`src/rtl/icap_pkg.sv`:
```
package icap_pkg;

    localparam int unsigned MODE_W = 4;
    localparam int unsigned DIV_W  = 4;

    typedef enum logic [1:0] {
        SEL_NONE = 2'd0,
        SEL_RISE = 2'd1,
        SEL_FALL = 2'd2,
        SEL_ANY  = 2'd3
    } edge_sel_e;

    typedef struct packed {
        edge_sel_e        sel;
        logic [DIV_W-1:0] last;   // edges per capture, minus one
    } mode_dec_t;

    function automatic mode_dec_t decode_mode(input logic [MODE_W-1:0] m);
        mode_dec_t r;
        r.sel  = SEL_NONE;
        r.last = '0;
        case (m)
            4'b0000: r.sel = SEL_ANY;
            4'b0001: r.sel = SEL_RISE;
            4'b0010: r.sel = SEL_FALL;
            4'b0011: r.sel = SEL_ANY;
            4'b0100: begin r.sel = SEL_RISE; r.last = DIV_W'(3);  end
            4'b0101: begin r.sel = SEL_RISE; r.last = DIV_W'(15); end
            default: r.sel = SEL_NONE;
        endcase
        return r;
    endfunction

endpackage

```
`src/rtl/icap_sync.sv`:
```
module icap_sync #(
    parameter int unsigned STAGES = 2
) (
    input  logic clk,
    input  logic rst_n,
    input  logic pin_in,
    output logic pin_lvl,
    output logic pin_rise,
    output logic pin_fall
);
    // STAGES synchroniser flops followed by one history flop
    localparam int unsigned CHAIN_W = STAGES + 1;

    logic [CHAIN_W-1:0] chain_d, chain_q;

    always_comb begin
        chain_d = {chain_q[CHAIN_W-2:0], pin_in};
    end

    always_ff @(posedge clk or negedge rst_n) begin
        if (!rst_n) chain_q <= '0;
        else        chain_q <= chain_d;
    end

    assign pin_lvl  = chain_q[STAGES-1];
    assign pin_rise =  chain_q[STAGES-1] & ~chain_q[STAGES];
    assign pin_fall = ~chain_q[STAGES-1] &  chain_q[STAGES];
endmodule

```
`src/rtl/icap_qual.sv`:
```
module icap_qual
    import icap_pkg::*;
(
    input  logic              clk,
    input  logic              rst_n,
    input  logic              enable,
    input  logic [MODE_W-1:0] mode,
    input  logic              pin_rise,
    input  logic              pin_fall,
    output logic              cap_evt
);
    typedef struct packed {
        logic [MODE_W-1:0] mode;
        logic [DIV_W-1:0]  cnt;
    } qual_t;

    qual_t     st_d, st_q;
    mode_dec_t dec;
    logic      hit;

    always_comb begin
        dec     = decode_mode(mode);
        st_d    = st_q;
        st_d.mode = mode;
        cap_evt = 1'b0;
        case (dec.sel)
            SEL_RISE: hit = pin_rise;
            SEL_FALL: hit = pin_fall;
            SEL_ANY:  hit = pin_rise | pin_fall;
            default:  hit = 1'b0;
        endcase
        if (!enable || (mode != st_q.mode)) begin
            st_d.cnt = '0;
        end else if (hit) begin
            if (st_q.cnt == dec.last) begin
                cap_evt  = 1'b1;
                st_d.cnt = '0;
            end else begin
                st_d.cnt = st_q.cnt + 1'b1;
            end
        end
    end

    always_ff @(posedge clk or negedge rst_n) begin
        if (!rst_n) st_q <= '0;
        else        st_q <= st_d;
    end
endmodule

```
`src/rtl/icap_fifo.sv`:
```
module icap_fifo #(
    parameter int unsigned DATA_W = 32,
    parameter int unsigned DEPTH  = 4
) (
    input  logic              clk,
    input  logic              rst_n,
    input  logic              push,
    input  logic [DATA_W-1:0] wdata,
    input  logic              pop,
    output logic [DATA_W-1:0] head,
    output logic              empty,
    output logic              drop
);
    localparam int unsigned PTR_W = (DEPTH > 1) ? $clog2(DEPTH) : 1;
    localparam int unsigned CNT_W = $clog2(DEPTH + 1);

    typedef struct packed {
        logic [DEPTH-1:0][DATA_W-1:0] mem;
        logic [PTR_W-1:0]             wr;
        logic [PTR_W-1:0]             rd;
        logic [CNT_W-1:0]             cnt;
    } fifo_t;

    fifo_t st_d, st_q;
    logic  full, do_push, do_pop;

    function automatic logic [PTR_W-1:0] bump(input logic [PTR_W-1:0] p);
        return (p == PTR_W'(DEPTH - 1)) ? '0 : p + 1'b1;
    endfunction

    always_comb begin
        full    = (st_q.cnt == CNT_W'(DEPTH));
        empty   = (st_q.cnt == '0);
        do_push = push & ~full;
        do_pop  = pop & ~empty;
        drop    = push & full;
        st_d    = st_q;
        if (do_push) begin
            st_d.mem[st_q.wr] = wdata;
            st_d.wr           = bump(st_q.wr);
        end
        if (do_pop) st_d.rd = bump(st_q.rd);
        case ({do_push, do_pop})
            2'b10:   st_d.cnt = st_q.cnt + 1'b1;
            2'b01:   st_d.cnt = st_q.cnt - 1'b1;
            default: st_d.cnt = st_q.cnt;
        endcase
    end

    always_ff @(posedge clk or negedge rst_n) begin
        if (!rst_n) st_q <= '0;
        else        st_q <= st_d;
    end

    assign head = st_q.mem[st_q.rd];
endmodule

```
`src/rtl/icap_unit.sv`:
```
module icap_unit
    import icap_pkg::*;
#(
    parameter int unsigned TB_W     = 32,
    parameter int unsigned NARROW_W = 16,
    parameter int unsigned DEPTH    = 4,
    parameter int unsigned TH_W     = 4,
    parameter int unsigned SYNC_N   = 2
) (
    input  logic              clk,
    input  logic              rst_n,
    input  logic              enable,
    input  logic [MODE_W-1:0] mode,
    input  logic [TH_W-1:0]   thresh,
    input  logic              wide,
    input  logic              pin_in,
    input  logic [TB_W-1:0]   timebase,
    input  logic              rd_pop,
    input  logic              ovf_clr,
    output logic [TB_W-1:0]   cap_data,
    output logic              cap_empty,
    output logic              cap_ovf,
    output logic              irq
);
    typedef struct packed {
        logic [TH_W-1:0] evt;
        logic            irq;
        logic            ovf;
    } ctl_t;

    ctl_t            st_d, st_q;
    logic            pin_lvl, pin_rise, pin_fall;
    logic            cap_evt, fifo_drop;
    logic [TB_W-1:0] cap_val;

    icap_sync #(.STAGES(SYNC_N)) u_sync (
        .clk(clk), .rst_n(rst_n), .pin_in(pin_in),
        .pin_lvl(pin_lvl), .pin_rise(pin_rise), .pin_fall(pin_fall)
    );

    icap_qual u_qual (
        .clk(clk), .rst_n(rst_n), .enable(enable), .mode(mode),
        .pin_rise(pin_rise), .pin_fall(pin_fall), .cap_evt(cap_evt)
    );

    always_comb begin
        cap_val = wide ? timebase : {{(TB_W-NARROW_W){1'b0}}, timebase[NARROW_W-1:0]};
    end

    icap_fifo #(.DATA_W(TB_W), .DEPTH(DEPTH)) u_fifo (
        .clk(clk), .rst_n(rst_n), .push(cap_evt), .wdata(cap_val),
        .pop(rd_pop), .head(cap_data), .empty(cap_empty), .drop(fifo_drop)
    );

    always_comb begin
        st_d     = st_q;
        st_d.irq = 1'b0;
        if (!enable) begin
            st_d.evt = '0;
        end else if (cap_evt) begin
            if (st_q.evt == thresh) begin
                st_d.irq = 1'b1;
                st_d.evt = '0;
            end else begin
                st_d.evt = st_q.evt + 1'b1;
            end
        end
        if (fifo_drop)    st_d.ovf = 1'b1;
        else if (ovf_clr) st_d.ovf = 1'b0;
    end

    always_ff @(posedge clk or negedge rst_n) begin
        if (!rst_n) st_q <= '0;
        else        st_q <= st_d;
    end

    assign irq     = st_q.irq;
    assign cap_ovf = st_q.ovf;
endmodule

```
`config.mk`:
```
export PLATFORM = sky130hd
export DESIGN_NAME = icap_unit
export DESIGN_NICKNAME = d
export VERILOG_FILES = /design/src/rtl/icap_pkg.sv /design/src/rtl/icap_sync.sv /design/src/rtl/icap_qual.sv /design/src/rtl/icap_fifo.sv /design/src/rtl/icap_unit.sv
export SDC_FILE = /design/constraint.sdc
export NUM_CORES = 1
export LEC_CHECK = 0
export BUFFER_PORTS_ARGS = -buffer_cell sky130_fd_sc_hd__buf_2
export CORE_MARGIN = 2
export CORE_UTILIZATION = 58
export DETAILED_ROUTE_END_ITERATION = 10
export PLACE_DENSITY = 0.83
export SYNTH_ARGS = -nofsm -noshare
export SYNTH_HDL_FRONTEND = slang
export SYNTH_HIERARCHICAL = 1
export SYNTH_SLANG_ARGS = --single-unit
```
`constraint.sdc`:
```
create_clock -name clk -period 3.18 [get_ports clk]
set_input_delay 0 -clock clk [delete_from_list [all_inputs] [get_ports clk]]
set_output_delay 0 -clock clk [all_outputs]
set_load 0.01 [all_outputs]
```
==> flow_metrics.py, run 1 <==
metrics = {
    "clock_network": {
        "root_buffer": "clkbuf_16",
        "htreeDepth": 4,
        "clk_latency_ns": 0.42,
        "clock_sinks": 152,
        "post_cts_resized": 0,
        "clk_path_buf_depth": 2,
        "cts_tree": "yes",
        "cts.reportedPaths.clkPinSlew_ns": 0.06,
        "cts_made_buffers": 17,
    },
    "critical_path": {
        "cp_slowest_cell": "dlygate4sd3_1",
        "cp.arrival_ns": 3.08,
        "r2r_cells": 10,
        "critPathTopFamily": "buffers and inverters",
        "crit_chain": "dlygate4sd3_1 -> buf_2 -> or3b_4 -> nor3_1 -> a21oi_2 -> nor3_1 -> buf_4 -> nand2_1 -> nor2_4 -> buf_4 -> mux2_2",
        "start_kind": "primary input",
        "end_kind": "flip-flop",
        "rrSetupSlack_ns": 0.42,
        "path_class": "in2reg",
        "r2r_start": "u_sync/chain_q[2]",
        "cpPeakStageDelay_ns": 0.56,
        "crit_fanout": 22,
        "worstPathRequired_ns": 3.48,
        "r2r-end": "u_fifo/st_q[59]",
        "cp_num_buf_inv": 4,
    },
    "worst_hold_path": {
        "hold_end": "u_fifo/st_q[102]",
        "min_from": "timebase[31]",
        "min_path_type": "in2reg",
        "min_path_cells": 3,
    },
    "global_route": {
        "grtUsageMet3_pct": 5.473,
        "busiest_layer": "met2",
        "use_met1_pct": 29.48,
        "grt_antenna_before_repair": 0,
        "grt_use_met2_pct": 37.09,
        "grt_pass1_wl_mm": 22.11,
        "grt-ovfl-total": 0,
        "grt_pass1_vias": 4403,
        "grt_use_total_pct": 22.44,
        "grt_max_degree": 101,
    },
    "timing": {
        "tightest_slew_ns": 0.9000,
        "slew_headroom_pct": 40.00,
        "rsz0062_at_grt": "false",
        "final.min_clock_period_ns": 2.780,
        "fin_skew_ns": 0.005820,
        "fmax_mhz": 359.8,
        "final.period_utilization_pct": 87.41,
        "final_max_slew_viol_count": 0,
        "hold_slack_ns": 0.01922,
        "setup_viol": 0,
        "hold_viol": 0,
        "setup_tns_ns": 0,
    },
    "synth": {
        "syn_area_um2": 6957,
        "yosysUniqueCellTypes": 36,
        "synth_edf_count": 0,
        "avgSynthCellArea_um2": 15.46,
        "postSynthCellCount": 450,
        "synth_seq_cells": 152,
        "synth_ff_type": "dfrtp_1",
        "yosysTopAreaCellShare_pct": 54.68,
        "synth-async-reset-ratio_pct": 100.0,
        "yosys_warnings": 6,
        "synth_top_cells_by_area": "dfrtp_1 55%, mux2_2 21%, mux4_2 10%",
        "ys_seq_area_share_pct": 54.68,
        "synthesis.nets": 506,
        "yosys.area.top_type": "dfrtp_1",
    },
    "power": {
        "leakagePower_nw": 4.202,
        "vdd_ir_drop_max_v": 0.0004008,
        "pwr_density_cell_nw_per_um2": 595.2,
        "total_power_mw": 5.007,
    },
    "layout": {
        "nets": 625,
        "mostFrequentLayoutCell": "dfrtp_1",
        "layout_common_cells": "151 x dfrtp_1, 132 x mux2_2, 80 x buf_2, 32 x mux4_2, 29 x dlygate4sd3_1",
        "area_growth_pct": 20.92,
        "final_layout_size_suffix_gt1_share_pct": 51.37,
        "fillers": 795,
        "n_antenna_cell": 0,
    },
    "route": {
        "wl_per_cell_um": 18.41,
        "vias": 4128,
        "drtAntennaViolNets": 0,
        "drc": 0,
        "first_pass_iters": 4,
        "drt_wl_total_mm": 13.42,
        "drt_iter0_drc": 201,
        "vias_per_cell": 5.663,
    },
    "die": {
        "core_um2": 11860,
        "die-width_um": 113.5,
        "rows": 40,
        "die_y_um": 113.5,
        "start_util_pct": 58.65,
        "ios": 82,
        "dieArea_um2": 12890,
    },
    "placement": {
        "dp_hpwl_mm": 8.518,
        "place_congestion": 0.7640,
        "port_buffers": 81,
    },
    "status": {
        "status": "finished, final reports clean",
    },
    "flow_run": {
        "max_cap_viol_count": 0,
    },
}
where the power goes:
part           total [mW]  internal [mW]  switching, mW
registers            2.19           2.02          0.170
clock network        2.06           1.32          0.733
logic               0.755          0.409          0.346
total                5.01           3.76           1.25
synth_stat cells (4+ instances only):
cell and instances:
clkbuf_1 5, dfrtp_1 152, nand2_1 9, and2_1 17, ha_1 8, inv_1 8, xor2_1 9, a21oi_1 4
mux4_2 32, buf_2 4, nor3_1 5, mux2_2 132, nand3_1 6, buf_6 12, nor2_1 12, nand3b_1 4
o21ai_0 4
layout make-up:
type                       instances  area (µm²)  area share [%]
timing repair buffer             122       817.0           9.713
inverter                           8       30.03          0.3570
clock buffer                      22       454.2           5.399
sequential                       152        3805           45.23
clock inverter                    10       150.1           1.785
tap                              147       183.9           2.187
multi-input combinational        268        2972           35.33
worst min-delay path: cells and delay by family:
kind | cells | cell delay (ns)
buffers and inverters | 1 | 0.07
muxes | 1 | 0.16
and+or+nand+nor | 1 | 0.17
kinds of logic after synthesis:
logic type                 after synthesis  share of synthesized area (%)
buffers and inverters                   30                          3.040
DFF                                    152                          54.68
and+or+nand+nor                         67                          5.665
AOI/OAI and AO/OA                       13                          1.151
adders and majority gates                9                          1.727
xor gates and xnor gates                12                          1.511
muxes                                  167                          32.23
sequential cells by signal, indices dropped and copies added, names as in the netlist:
register        flops
u_qual/st_q         8
cap_ovf             1
st_q                4
u_fifo/st_q       135
irq                 1
u_sync/chain_q      3
per-layer routing:
metal / vias to the layer above / wire [µm]
li1: 1873 / -
met1: 2149 / 5869
met2: 89 / 6890
met3: 17 / 483
met4: 0 / 178
met5: - / 0
metrics by stage:
stage,instances,util (%),cell area [µm²],worst slack (ns)
floorplan,450,-,6957,0.6369
global placement,668,63.38,7517,0.5740
detailed placement,668,63.38,7517,0.4813
CTS,729,70.92,8412,0.4383
global route,729,70.92,8412,0.1624
finish,729,70.92,8412,0.4003
what timing repair did:
| action | in CTS | in global routing |
|---|---|---|
| hold buffers | 29 | 0 |
| setup buffers | 0 | 0 |
| endpoints found under the hold margin | 192 | 0 |
worst max-delay path by stage:
stage / cells after the start / slack [ns] / to / from
detailed placement: 10 / 0.48 / u_fifo/st_q[70] / u_sync/chain_q[1]
finish: 11 / 0.40 / u_fifo/st_q[59] / mode[1]
global placement: 10 / 0.57 / u_fifo/st_q[66] / u_sync/chain_q[2]
CTS: 11 / 0.44 / u_fifo/st_q[59] / mode[3]
global route: 11 / 0.16 / u_fifo/st_q[53] / mode[1]
floorplan: 12 / 0.64 / u_fifo/st_q[2] / u_sync/chain_q[2]
Power figures use the tool's default switching activity.
==> run 2, diff against run 1 <==
==> constraint.sdc (replaced) <==
create_clock -name clk -period 3.18 [get_ports clk]
set_input_delay 0.477 -clock clk [delete_from_list [all_inputs] [get_ports clk]]
set_output_delay 0.477 -clock clk [all_outputs]
set_load 0.01 [all_outputs]
==> run 2 against run 1 <==
Largest power group unchanged. Highest routed layer is now met5. Clock-buffer cell count stayed put. Via count is 2.6% lower. Wire length is 0.34% higher. Worst setup slack worse by 0.027 ns. Critical path depth is 2 higher. First-iteration DRC count is 72% higher. Non-clock buffer count is 27 lower. Sequential power hardly changed. Utilization is 2.2 points lower. Hold slack better by 0.081 ns.
==> flow_metrics.py, run 2 (synthesized netlist as in run 1, its figures left out) <==
metrics = {
    "route": {
        "vias_per_cell": 5.735,
        "drt_iter0_drc": 345,
        "vias": 4020,
        "drc": 0,
        "drt_wl_total_mm": 13.47,
        "first_pass_iters": 4,
        "wl_per_cell_um": 19.21,
        "drtAntennaViolNets": 0,
    },
    "critical_path": {
        "critPathTopFamily": "simple AND/OR/NAND/NOR gates",
        "cp_slowest_cell": "dfrtp_1",
        "start_kind": "flip-flop",
        "cp_num_buf_inv": 2,
        "end_kind": "flip-flop",
        "timing.critical_path.mode_cell": "xor2_1",
        "path_class": "reg2reg",
        "cpPeakStageDelay_ns": 0.38,
        "cp.arrival_ns": 3.15,
        "worstPathRequired_ns": 3.53,
        "crit_chain": "nor2b_1 -> and3b_2 -> a311oi_1 -> or2_2 -> nor3_1 -> buf_4 -> nand2b_1 -> ha_1 -> inv_1 -> fa_1 -> xor2_1 -> nor2_1 -> xor2_1",
        "crit_fanout": 17,
    },
    "timing": {
        "final.period_utilization_pct": 88.26,
        "setup_viol": 0,
        "rsz0062_at_grt": "false",
        "slew_headroom_pct": 36.06,
        "tightest_slew_ns": 0.9592,
        "hold_viol": 0,
        "final.min_clock_period_ns": 2.807,
        "setup_tns_ns": 0,
        "fin_skew_ns": 0.005232,
        "final_max_slew_viol_count": 0,
        "setup_slack_ns": 0.3734,
        "hold_slack_ns": 0.09992,
        "fmax_mhz": 356.3,
    },
    "flow_run": {
        "max_cap_viol_count": 0,
    },
    "layout": {
        "nets": 598,
        "fin_util_pct": 68.74,
        "n_antenna_cell": 0,
        "final_cell_area_um2": 8154,
        "regMostFlops": "u_fifo/st_q",
        "stdcell_count": 701,
        "layout_common_cells": "151 x dfrtp_1, 132 x mux2_2, 80 x buf_2, 32 x mux4_2",
        "area_growth_pct": 17.21,
        "largest_register_ffs": 135,
        "mostFrequentLayoutCell": "dfrtp_1",
        "final_layout_size_suffix_gt1_share_pct": 54.51,
        "reg_top3": "u_fifo/st_q x135, u_qual/st_q x8, st_q x4",
    },
    "global_route": {
        "grt_pass1_wl_mm": 22.31,
        "grt-ovfl-total": 0,
        "grt_use_total_pct": 22.94,
        "grt_antenna_before_repair": 1,
        "grt_pass1_vias": 4437,
        "grt_max_degree": 86,
    },
    "clock_network": {
        "htreeDepth": 4,
        "clk_latency_ns": 0.42,
        "cts_made_buffers": 17,
        "clk_path_buf_depth": 2,
        "cts_tree": "yes",
        "post_cts_resized": 0,
        "cts.reportedPaths.clkPinSlew_ns": 0.06,
        "clock_sinks": 152,
        "root_buffer": "clkbuf_16",
        "cts_setup_buffers": 0,
        "cts_hold_buffers": 0,
    },
    "placement": {
        "post-place-ws_ns": 0.1264,
        "placed_area_um2": 7557,
        "dp_hpwl_mm": 8.767,
        "placedCellCount": 670,
        "place_congestion": 0.7739,
        "port_buffers": 81,
    },
    "power": {
        "pwr_density_cell_nw_per_um2": 607.5,
        "leakagePower_nw": 4.092,
        "vdd_ir_drop_max_v": 0.0004286,
        "total_power_mw": 4.953,
    },
    "die": {
        "ios": 82,
        "die-width_um": 113.5,
        "dieArea_um2": 12890,
        "die_y_um": 113.5,
        "start_util_pct": 58.65,
        "rows": 40,
        "core_um2": 11860,
    },
    "status": {
        "status": "finished, final reports clean",
    },
    "worst_hold_path": {
        "min_path_type": "in2async",
    },
}
==> run 2: power breakdown <==
group,internal [mW],switching (mW)
sequential,2.02,0.183
combinational,0.404,0.322
clock,1.28,0.737
==> run 2: final timing paths <==
path,slack [ns],to,startpoint,cells after the start
min in group clk,0.16,u_sync/chain_q[0],pin_in,1
hold reg to reg,0.37,u_sync/chain_q[1],u_sync/chain_q[0],0
setup / recovery,0.37,u_fifo/st_q[2],u_sync/chain_q[1],13
setup reg to reg,0.37,u_fifo/st_q[2],u_sync/chain_q[1],13
hold / removal,0.1,u_fifo/st_q[52],rst_n,1
max in group asynchronous,2.25,u_fifo/st_q[36],rst_n,2
==> run 2: metal layers <==
metal / vias up / part of all wire [%] / track usage [%]
met5: - / 0.082 / 0
met4: 2 / 1.4 / 6.911
met3: 20 / 4.8 / 6.482
met2: 90 / 52 / 38.72
met1: 2098 / 42 / 29.22
li1: 1810 / - / -
==> run 2: worst reg2reg max path, cell delays in order, from the launching register on <==
cell and delay, ns:
dfrtp_1 0.38, nor2b_1 0.15, and3b_2 0.20, a311oi_1 0.34, or2_2 0.23, nor3_1 0.05, buf_4 0.19, nand2b_1 0.14
ha_1 0.20, inv_1 0.06, fa_1 0.37, xor2_1 0.15, nor2_1 0.11, xor2_1 0.16
==> run 2: area by class of cell <==
type | count | area (µm²)
Clock buffer | 22 | 474.2
Clock inverter | 9 | 122.6
Fill cell | 806 | 3707
Inverter | 8 | 30.03
Multi-Input combinational cell | 268 | 2972
Sequential cell | 152 | 3805
Tap cell | 147 | 183.9
Timing Repair Buffer | 95 | 566.8
